[src/rtl/wdt_escalator.sv]
module wdt_escalator #(
  parameter int NUM_TMR = 16,
  parameter int WDT_IDX = 0,
  parameter logic [31:0] UNLOCK_KEY = 32'h0000_C45A
) (
  input  logic               clk,
  input  logic               rst_n,
  input  logic               reg_we,
  input  logic [3:0]         reg_addr,
  input  logic [31:0]        reg_wdata,
  output logic [31:0]        reg_rdata,
  input  logic [NUM_TMR-1:0] tmr_tick,
  output logic               irq_local,
  output logic               irq_fast,
  output logic               irq_remote,
  output logic               rst_debug,
  output logic               rst_por
);
  localparam int MASK_BIT = 16 + 4 * WDT_IDX;
  localparam logic [3:0] A_CFG = 4'h0, A_IE = 4'h4, A_CMD = 4'h8, A_KEY = 4'hC;
  localparam logic [2:0] TOP_STAGE = 3'd5;

  logic [16:0] cfg_q;
  logic        ie_q, run_q, unl_q, por_q;
  logic [2:0]  stage_q;
  logic [7:0]  sub_q;

  logic [15:0] tick_pad;
  logic        sel_tick, wr_cmd, do_dis, do_start, count_en, adv;
  logic [7:0]  period;

  assign tick_pad = 16'(tmr_tick);
  assign sel_tick = tick_pad[cfg_q[3:0]];
  assign period   = (cfg_q[11:4] == 8'd0) ? 8'd1 : cfg_q[11:4];
  assign wr_cmd   = reg_we && reg_addr == A_CMD;
  assign do_dis   = wr_cmd && reg_wdata[1] && unl_q;
  assign do_start = wr_cmd && reg_wdata[0] && !run_q && !do_dis;
  assign count_en = run_q && sel_tick && stage_q != TOP_STAGE && !do_dis && !do_start;
  assign adv      = count_en && (sub_q + 8'd1 == period);

  always_ff @(posedge clk) begin
    if (!rst_n) begin
      cfg_q   <= '0;
      ie_q    <= 1'b0;
      run_q   <= 1'b0;
      unl_q   <= 1'b0;
      por_q   <= 1'b0;
      stage_q <= '0;
      sub_q   <= '0;
    end else begin
      if (reg_we && reg_addr == A_CFG && !cfg_q[12]) cfg_q <= reg_wdata[16:0];
      if (reg_we && reg_addr == A_IE) ie_q <= reg_wdata[MASK_BIT];
      if (reg_we) unl_q <= (reg_addr == A_KEY) && (reg_wdata == UNLOCK_KEY);
      if (do_dis || do_start) begin
        run_q   <= do_start;
        stage_q <= '0;
        sub_q   <= '0;
      end else if (adv) begin
        stage_q <= stage_q + 3'd1;
        sub_q   <= '0;
      end else if (count_en) begin
        sub_q   <= sub_q + 8'd1;
      end
      if (adv && stage_q == TOP_STAGE - 3'd1 && cfg_q[16]) por_q <= 1'b1;
    end
  end

  assign irq_local  = stage_q >= 3'd1 && cfg_q[12] && ie_q;
  assign irq_fast   = stage_q >= 3'd2 && cfg_q[13];
  assign irq_remote = stage_q >= 3'd2 && cfg_q[14];
  assign rst_debug  = stage_q >= 3'd4 && cfg_q[15];
  assign rst_por    = por_q;

  always_comb begin
    case (reg_addr)
      A_CFG:   reg_rdata = {15'd0, cfg_q};
      A_IE:    reg_rdata = 32'(ie_q) << MASK_BIT;
      A_CMD:   reg_rdata = {31'd0, run_q};
      default: reg_rdata = '0;
    endcase
  end
endmodule

[config.mk]
export PLATFORM = sky130hd
export DESIGN_NAME = wdt_escalator
export DESIGN_NICKNAME = d
export VERILOG_FILES = /design/src/rtl/wdt_escalator.sv
export SDC_FILE = /design/constraint.sdc
export NUM_CORES = 1
export LEC_CHECK = 0
export ABC_AREA = 1
export BUFFER_PORTS_ARGS = -buffer_cell sky130_fd_sc_hd__buf_2
export CELL_PAD_IN_SITES_DETAIL_PLACEMENT = 1
export CELL_PAD_IN_SITES_GLOBAL_PLACEMENT = 1
export CORE_MARGIN = 1.5
export CORE_UTILIZATION = 35
export DETAILED_ROUTE_END_ITERATION = 8
export GPL_TIMING_DRIVEN = 0
export MAX_ROUTING_LAYER = met4
export PLACE_DENSITY_LB_ADDON = 0.1
export SLEW_MARGIN = 20
export SYNTH_ARGS = -nofsm -noshare
export SYNTH_HDL_FRONTEND = slang
export SYNTH_SLANG_ARGS = --single-unit
[constraint.sdc]
create_clock -name clk -period 5.1 [get_ports clk]
set_input_delay 0.765 -clock clk [delete_from_list [all_inputs] [get_ports clk]]
set_output_delay 0.765 -clock clk [all_outputs]
set_load 0.01 [all_outputs]
* After elaboration in Yosys (flattened, before gate mapping) *
Index checks and enable logic that the tools add are counted.

cells by class
  magnitude comparators = 4
  reduce and logical (&&, ||, !) cells = 31
  equal/unequal tests = 7
  $add $sub $neg = 2
  multiplexer cells = 4
  bitwise logic cells = 1

operators with widths
  kind                                                                                  number
  17-bit case mux with 3 select lines                                                   1
  32-bit by 16-bit equality test with 1-bit output (second input constant)              1
  1-bit logical AND                                                                     22
  8-bit by 1-bit adder with 8-bit output (second input constant)                        1
  4-bit equality test (second input constant)                                           2
  8-bit equality test                                                                   1
  8-bit zero test                                                                       1
  8-bit 2-to-1 mux                                                                      1
  4-bit by 5-bit < comparator with 1-bit output (second input constant)                 1
  1-bit binary-select mux with 4-bit select                                             1
  4-bit by 3-bit equality test with 1-bit output (second input constant)                1
  1-bit zero test                                                                       4
  4-bit zero test                                                                       1
  3-bit by 1-bit adder with 3-bit output (second input constant)                        1
  3-bit equality test (second input constant)                                           1
  3-bit by 1-bit greater-or-equal comparator with 1-bit output (second input constant)  1
  3-bit by 2-bit greater-or-equal comparator with 1-bit output (second input constant)  1
  3-bit greater-or-equal comparator (second input constant)                             1
  3-bit inequality test (second input constant)                                         1
  3-bit OR reduction                                                                    1
  2-bit OR reduction                                                                    1
  1-bit logical OR                                                                      1
  1-bit 2-to-1 mux                                                                      1
  1-bit NOT                                                                             1

storage, ports and cells
  output and inout bits = 37
  register bits after elaboration = 32

* Logic depth before layout (Yosys ltp) *
Gate-level depths: netlist of the first run.

  depth in word-level cells = 11
  gate-level depth with buffers = 13

* Least setup slack after synthesis of the first run *
OpenSTA, ideal clock, no wires.

  path kind = input -> output
  start point = input reg_addr[1]
  end point = output reg_rdata[10]
  path slack = 2.783 ns
  data arrival time = 1.552 ns
  path buffers = 1
  stages = 6
  required time = 4.335 ns
  cell sequence = nor2_2 > inv_2 > nor3_2 > inv_2 > buf_1 > nor2_1

between the ends
  cells in the longest elaborated chain, start to end = 2

ends and longest elaborated chain
  what                                         RTL line  text
  start, declared                              9         input logic [3:0] reg_addr,
  4-bit equality test (tied with other cells)  75        case (reg_addr)
  17-bit case mux with 3 select lines (*)      75
  end, declared                                11        output logic [31:0] reg_rdata,

Mark *: on every way between the ends. The rest lies on a longest branch, timed or not.

* Worst setup path after layout of the first run *
  start point = input reg_addr[1]
  end point = output reg_rdata[5]

Same word-level chain as after synthesis.

==> results_tabular.tex, run 1 <==
\begin{tabular}{lr}
\hline
Metric & Value \\
\hline
\multicolumn{2}{l}{\textbf{Power}} \\
Leakage power summed over all cells & around 1.4 nW \\
Worst vdd rail ir drop & 0.000104 V \\
Total power divided by cell area & 189 nW/um2 \\
\multicolumn{2}{l}{\textbf{Critical path}} \\
WP buf/inv & 5 \\
Crit path launch type & input port \\
Top cell family by delay on the critical path & buffers and inverters \\
Critical Path Slowest Stage Cell & sky130\_fd\_sc\_hd\_\_buf\_1 \\
Worst reg2reg path endpoint & sub\_q[2]\$\_SDFFE\_PP0P\_ \\
WS Path Type & input port to output port \\
Worst reg2reg path depth & 10 \\
Crit-path max cell delay & 330 ps \\
Crit-path max FO & 10 \\
Cell-by-cell trace of the critical path & buf\_2, nor2\_2, inv\_2, nor3\_2, inv\_2, buf\_1, nor2\_1, buf\_2 \\
Element type at the critical path end & output port \\
Data required, critical path & 4340 ps \\
CP Data Arrival Time & approximately 2100 ps \\
Minimum setup slack among reg-to-reg paths & roughly 3100 ps \\
Critical R2R Launch & stage\_q[1]\$\_SDFFE\_PP0P\_ \\
\multicolumn{2}{l}{\textbf{Worst hold path}} \\
Capture endpoint of the worst hold path & rst\_por\$\_SDFFE\_PN0P\_ \\
Hold Path Class & register to register \\
Hold Crit Start & rst\_por\$\_SDFFE\_PN0P\_ \\
Worst Hold Path Cells & 2 \\
\multicolumn{2}{l}{\textbf{Clock tree}} \\
Clock tree from TritonCTS & yes \\
Post-CTS Setup Bufs & 0 \\
Cells resized by post-CTS repair & 0 \\
Cell chosen for the clock root & sky130\_fd\_sc\_hd\_\_clkbuf\_8 \\
Clock insertion delay at the later pin of the skew report & about 300 ps \\
Clock Sink Count & 32 \\
Clock buffer depth & 2 \\
Quantity of hold-fixing buffers added after cts & 0 \\
Clock transition time at the flip-flop clock pins of the worst setup and hold paths & 60 ps \\
Max H-tree Level & 2 \\
TritonCTS Buffers & 5 \\
\multicolumn{2}{l}{\textbf{Routing}} \\
Count of unresolved DRC violations after routing & 0 \\
DRC violation total after the first TritonRoute iteration & 103 \\
Number of vias per cell after detailed routing & between 4 and 5 \\
Antenna-violating nets left & 0 \\
Wire per inst & between 10 and 15 um \\
First-pass iteration count of the detailed router & 4 \\
Aggregate routed wire length & 7210 um \\
Count of vias placed by the detailed router & 2497 \\
\multicolumn{2}{l}{\textbf{Cells and area}} \\
Leading cell type in the layout, fill and taps excluded & sky130\_fd\_sc\_hd\_\_buf\_2 \\
Number of nets in the layout & 513 \\
Most frequent cells in the layout & 78 x sky130\_fd\_sc\_hd\_\_buf\_2, 71 x sky130\_fd\_sc\_hd\_\_nand2\_1, 58 x sky130\_fd\_sc\_hd\_\_inv\_1, 32 x sky130\_fd\_sc\_hd\_\_nand3\_1, 32 x sky130\_fd\_sc\_hd\_\_dfxtp\_1 \\
Diode count & 0 \\
Relative area change from synthesis to final layout & 26.8\% \\
Layout cells sized above 1 & 30.5\% \\
\multicolumn{2}{l}{\textbf{Global route}} \\
Global-route wire length before repair & 12000 um \\
Number of antenna violations at the first check in global routing & 0 \\
Gr ovfl total & 0 \\
Pin count of the biggest net entering global routing & 11 \\
Via count of the first global-routing pass & 2598 \\
Global routing usage summed across all routing layers & 21.7\% \\
\multicolumn{2}{l}{\textbf{Synthesis}} \\
Number of flip-flops and latches in the synthesized netlist & 32 \\
Post-Synthesis Mean Instance Area & 6.47 um2 \\
Synth warn & 0 \\
Gate count after technology mapping & 357 \\
Cell Area, Synth & 2310 um2 \\
Cell types occupying the most area after synthesis & sky130\_fd\_sc\_hd\_\_dfxtp\_1 28\%, sky130\_fd\_sc\_hd\_\_nand2\_1 12\%, sky130\_fd\_sc\_hd\_\_inv\_1 9.4\% \\
Sequential area share after synthesis & 27.7\% \\
Library cell with the largest summed area after synthesis & sky130\_fd\_sc\_hd\_\_dfxtp\_1 \\
Cell variety after synth & 32 \\
Share of the synthesized area in the top cell type & around 28\% \\
\multicolumn{2}{l}{\textbf{Timing}} \\
Worst-margin pin slew & approximately 650 ps \\
Post-route fraction of the period consumed by the critical path & 56.5\% \\
Total count of max-transition violations in the final report & 0 \\
Worst rel slew slack & approximately 57\% \\
Final setup fails & 0 \\
Timing-limited maximum frequency & 347 MHz \\
Post-layout min period & 2880 ps \\
RSZ-0062 raised after global routing & no \\
Worst Clk Skew & between 5 and 6 ps \\
Post-route setup TNS & 0 ps \\
Slack of the critical path & 2220 ps \\
Hold Vio Cnt, Final & 0 \\
\multicolumn{2}{l}{\textbf{Floorplan}} \\
Die ar. & just over 7000 um2 \\
X dimension of the die & 84.2 um \\
Floorplan row count & 29 \\
DIE HEIGHT & $\sim$84 um \\
Core region area & around 6300 um2 \\
Initial Utilization & a little over a third \\
I/O pin cnt & 92 \\
\multicolumn{2}{l}{\textbf{Place}} \\
Post-Place Setup Slack & roughly 2200 ps \\
Port-buffer cells & 76 \\
Routability cong. & 0.808 \\
HPWL after detailed placement & 5720 um \\
\multicolumn{2}{l}{\textbf{Job}} \\
Max-cap viol count & 0 \\
\multicolumn{2}{l}{\textbf{Status}} \\
Status & finished, final reports clean \\
\hline
\end{tabular}
## registers in the layout, summed over array words and instances (netlist names)
register	count
cfg_q	17
ie_q	1
rst_por	1
run_q	1
stage_q	3
sub_q	8
unl_q	1
## per-stage QoR
step / instance area, um2 / hold WS, ps / instances / total power [W] / util [%]
5_1_grt: 2930 / 495 / 532 / 0.000583 / 46.1
2_1_floorplan: 2360 / 443 / 371 / 0.000313 / -
3_3_place_gp: 2840 / 454 / 524 / 0.000347 / 44.7
3_5_place_dp: 2840 / 466 / 524 / 0.000348 / 44.7
6_report: 2930 / 475 / 532 / 0.000555 / 46.1
4_1_cts: 2930 / 476 / 532 / 0.000561 / 46.1
## cells by family (layout without fill, tap and decap cells)
kind of cell	after synthesis	after routing	synth area share [%]
AOI/OAI and AO/OA	58	58	14.0
xor gates and xnor gates	3	3	1.95
adders and majority gates	4	4	2.17
buffers and inverters	83	167	16.3
DFF	32	32	27.7
other	1	15	0.162
and+or+nand+nor	176	176	37.7
## per-layer routing
metal	share of wire [%]	up-vias	track usage, %
li1	-	1303	-
met1	46	1119	26.2
met2	47	58	36.1
met3	4.0	17	3.54
met4	2.7	0	8.64
met5	0	-	-
## synth_stat cells (all sizes together)
cell / count
a21oi: 35
xor2: 2
nor3: 5
inv: 63
a211oi: 1
nand4: 7
nand3b: 1
o21ai: 22
dfxtp: 32
nand2: 83
ha: 4
nor2: 36
nand3: 37
conb: 1
xnor2: 1
buf: 20
nor4: 7
## worst min-delay path, stage by stage (launching register included)
cell and delay [ps]:
sky130_fd_sc_hd__dfxtp_1 320, sky130_fd_sc_hd__inv_1 50, sky130_fd_sc_hd__a21oi_1 50
## worst max path at each step
stage	from	endpoint	slack, ps	cells after the start
3_5_place_dp	reg_addr[1]	reg_rdata[5]	2230	8
4_1_cts	reg_addr[1]	reg_rdata[5]	2220	8
6_report	reg_addr[1]	reg_rdata[5]	2220	8
3_3_place_gp	reg_addr[1]	reg_rdata[5]	2270	8
2_1_floorplan	reg_addr[1]	reg_rdata[10]	2780	6
5_1_grt	reg_addr[1]	reg_rdata[5]	2130	8
## where the power goes
part / switching (W) / internal [W] / total [W] / leakage [nW]
sequential: 0.00000318 / 0.000253 / 0.000256 / 0.258
clock: 0.000101 / 0.000110 / 0.000212 / 0.0455
combinational: 0.0000495 / 0.0000376 / 0.0000871 / 1.11
## final cells by class
class / instances / area (um2)
plain buffers: 20 / 138
clock buffers: 8 / 90.1
fillers: 875 / 3420
inverters: 63 / 239
multi-input cells: 256 / 1350
flip-flops and latches: 32 / 641
well taps: 77 / 96.3
repair buffers: 76 / 380
Note: power is estimated with default switching activity, not from simulation.
==> inputs of run 2 (changes only) <==
--- a/config.mk
+++ b/config.mk
@@ -10,7 +10,7 @@
 export CELL_PAD_IN_SITES_DETAIL_PLACEMENT = 1
 export CELL_PAD_IN_SITES_GLOBAL_PLACEMENT = 1
 export CORE_MARGIN = 1.5
-export CORE_UTILIZATION = 35
+export CORE_UTILIZATION = 33
 export DETAILED_ROUTE_END_ITERATION = 8
 export GPL_TIMING_DRIVEN = 0
 export MAX_ROUTING_LAYER = met4
==> constraint.sdc (replaced) <==
create_clock -name clk -period 2.9 [get_ports clk]
set_input_delay 0.435 -clock clk [delete_from_list [all_inputs] [get_ports clk]]
set_output_delay 0.435 -clock clk [all_outputs]
set_load 0.01 [all_outputs]
==> run 2 against run 1 <==
Effect of this change:
- clock-buffer cell count decreased by 1
- wire length decreased by 3.4%
- final cell count increased by 3.4%
- worst hold slack got worse by 75 ps
- clock power increased by 82%
- largest power group unchanged
==> results_tabular.tex, run 2 (synthesized netlist as in run 1, its figures left out) <==
\begin{tabular}{lr}
\hline
Metric & Value \\
\hline
\multicolumn{2}{l}{\textbf{Status}} \\
Status & finished, final reports clean \\
\multicolumn{2}{l}{\textbf{Critical path}} \\
Data required, critical path & 2470 ps (-1870 ps) \\
Minimum setup slack among reg-to-reg paths & 1020 ps (-2120 ps) \\
Crit-path max cell delay & 330 ps (about the same) \\
Worst reg2reg path depth & 10 (unchanged) \\
Crit path launch type & input port \\
Cell-by-cell trace of the critical path & buf\_2, nor2\_2, inv\_2, nor3\_2, inv\_2, buf\_1, nor2\_1, buf\_2 \\
WS Path Type & input port to output port \\
Element type at the critical path end & output port \\
Critical Path Slowest Stage Cell & sky130\_fd\_sc\_hd\_\_buf\_1 \\
Crit-path max FO & 10 (unchanged) \\
CP Data Arrival Time & 1710 ps (-410 ps) \\
\multicolumn{2}{l}{\textbf{Timing}} \\
Timing-limited maximum frequency & 466 MHz \\
Final setup fails & 0 (unchanged) \\
Worst-margin pin slew & 663 ps (+11.5 ps) \\
Post-layout min period & roughly 2100 ps \\
Post-route fraction of the period consumed by the critical path & 74.0\% \\
RSZ-0062 raised after global routing & no \\
Worst rel slew slack & 55.8\% (-0.77 points) \\
Post-route setup TNS & 0 ps (unchanged) \\
Total count of max-transition violations in the final report & 0 (unchanged) \\
Worst Clk Skew & 11.2 ps (+5.82 ps) \\
Hold Vio Cnt, Final & 0 (unchanged) \\
\multicolumn{2}{l}{\textbf{Clock tree}} \\
Post-CTS Setup Bufs & 0 (unchanged) \\
Clock Sink Count & 32 (unchanged) \\
Clock transition time at the flip-flop clock pins of the worst setup and hold paths & 70 ps (about the same) \\
Cell chosen for the clock root & sky130\_fd\_sc\_hd\_\_clkbuf\_8 \\
Clock insertion delay at the later pin of the skew report & 290 ps (about the same) \\
Clock buffer depth & 2 (unchanged) \\
Clock tree from TritonCTS & yes \\
TritonCTS Buffers & 5 (unchanged) \\
Cells resized by post-CTS repair & 0 (unchanged) \\
Quantity of hold-fixing buffers added after cts & 0 (unchanged) \\
Max H-tree Level & 2 (unchanged) \\
\multicolumn{2}{l}{\textbf{Cells and area}} \\
Final-layout fill cell count & 941 (+7.5\%) \\
Layout cells sized above 1 & 30.8\% (+0.29 points) \\
Number of nets in the layout & 513 (unchanged) \\
Leading cell type in the layout, fill and taps excluded & sky130\_fd\_sc\_hd\_\_buf\_2 \\
Most frequent cells in the layout & 78 x sky130\_fd\_sc\_hd\_\_buf\_2, 71 x sky130\_fd\_sc\_hd\_\_nand2\_1, 58 x sky130\_fd\_sc\_hd\_\_inv\_1, 32 x sky130\_fd\_sc\_hd\_\_nand3\_1, 32 x sky130\_fd\_sc\_hd\_\_dfxtp\_1 \\
Biggest registers after layout & cfg\_q: 17 flops, sub\_q: 8 flops, stage\_q: 3 flops \\
Relative area change from synthesis to final layout & 28.1\% \\
Finished Cell Area & 2960 um2 (+1.0\%) \\
Most flop-heavy register & cfg\_q \\
Largest register FFs & 17 (unchanged) \\
Diode count & 0 (unchanged) \\
\multicolumn{2}{l}{\textbf{Floorplan}} \\
I/O pin cnt & 92 (unchanged) \\
Core region area & 6790 um2 (+7.0\%) \\
DIE HEIGHT & 86.7 um (+2.9\%) \\
Initial Utilization & 34.0\% (-2.4 points) \\
Floorplan row count & 30 (+3.4\%) \\
Die ar. & 7510 um2 (+5.8\%) \\
X dimension of the die & 86.7 um (+2.9\%) \\
\multicolumn{2}{l}{\textbf{Routing}} \\
Antenna-violating nets left & 0 (unchanged) \\
Aggregate routed wire length & 6970 um (-3.4\%) \\
Count of vias placed by the detailed router & 2549 (+2.1\%) \\
Number of vias per cell after detailed routing & 4.63 (-1.3\%) \\
First-pass iteration count of the detailed router & 4 (unchanged) \\
Wire per inst & 12.7 um (-6.6\%) \\
Count of unresolved DRC violations after routing & 0 (unchanged) \\
DRC violation total after the first TritonRoute iteration & 100 (-2.9\%) \\
\multicolumn{2}{l}{\textbf{Place}} \\
HPWL after detailed placement & 5770 um (+0.81\%) \\
Routability cong. & 0.814 (+0.76\%) \\
Placed Area & 2860 um2 (+0.84\%) \\
Port-buffer cells & 76 (unchanged) \\
\multicolumn{2}{l}{\textbf{Job}} \\
Max-cap viol count & 0 (unchanged) \\
\multicolumn{2}{l}{\textbf{Global route}} \\
Via count of the first global-routing pass & 2479 (-4.6\%) \\
Pin count of the biggest net entering global routing & 11 (unchanged) \\
Number of antenna violations at the first check in global routing & 0 (unchanged) \\
Global-route wire length before repair & 11200 um (-6.5\%) \\
Gr ovfl total & 0 (unchanged) \\
Global routing usage summed across all routing layers & 19.8\% (-1.9 points) \\
\multicolumn{2}{l}{\textbf{Power}} \\
Worst vdd rail ir drop & 0.000164 V (+57\%) \\
Leakage power summed over all cells & 1.42 nW (+0.34\%) \\
Total power divided by cell area & 334 nW/um2 (+76\%) \\
\multicolumn{2}{l}{\textbf{Worst hold path}} \\
Hold Path Class & input port to register \\
Worst Hold Path Cells & 3 (+1) \\
\hline
\end{tabular}
## run 2: changes by cell type in the layout (fill, tap and decap cells not counted), sizes merged
cell    change
clkbuf      -1
## run 2: final cells by class
type | count | area [um2] | share of cell area, %
Multi-Input combinational cell | 256 | 1350 | 45.5
Inverter | 63 | 239 | 8.08
Tap cell | 96 | 120 | 4.06
Sequential cell | 32 | 641 | 21.6
Timing Repair Buffer | 76 | 380 | 12.9
Buffer | 20 | 138 | 4.65
Clock buffer | 7 | 96.3 | 3.26
## run 2: stage by stage
stage                     utilization, %  hold WS [ps]  power [W]  std cells  worst slack [ps]
after floorplan                        -           443   0.000551        371              1240
after global placement              42.1           453   0.000611        543               751
after detailed placement            42.1           465   0.000614        543               714
after CTS                           43.6           402    0.00100        550               711
after global routing                43.6           406    0.00103        550               572
final                               43.6           400   0.000988        550               753
## run 2: critical path: cells and delay by family
family                 cells  cell delay, ps
buffers and inverters      5             770
and+or+nand+nor            3             500
## run 2: metal layers
layer	vias to the layer above	track usage, %	routed length, um
met5	-	-	0
met4	0	6.30	101
met3	9	2.76	287
met2	67	33.7	3310
met1	1169	24.2	3270
li1	1304	-	-
## run 2: path summary, 6_finish.rpt
kind / startpoint / end
worst min register to register: rst_por$_SDFFE_PN0P_ / rst_por$_SDFFE_PN0P_
worst max-delay path: reg_addr[1] / reg_rdata[3]
worst max register to register: stage_q[1]$_SDFFE_PP0P_ / sub_q[3]$_SDFFE_PP0P_
worst min-delay path: reg_wdata[8] / cfg_q[8]$_SDFFE_PN0P_
## run 2: power breakdown
group	switching (W)	leakage [nW]	internal, W
Combinational	0.0000871	1.11	0.0000662
Sequential	0.00000549	0.258	0.000445
Clock	0.000173	0.0503	0.000212
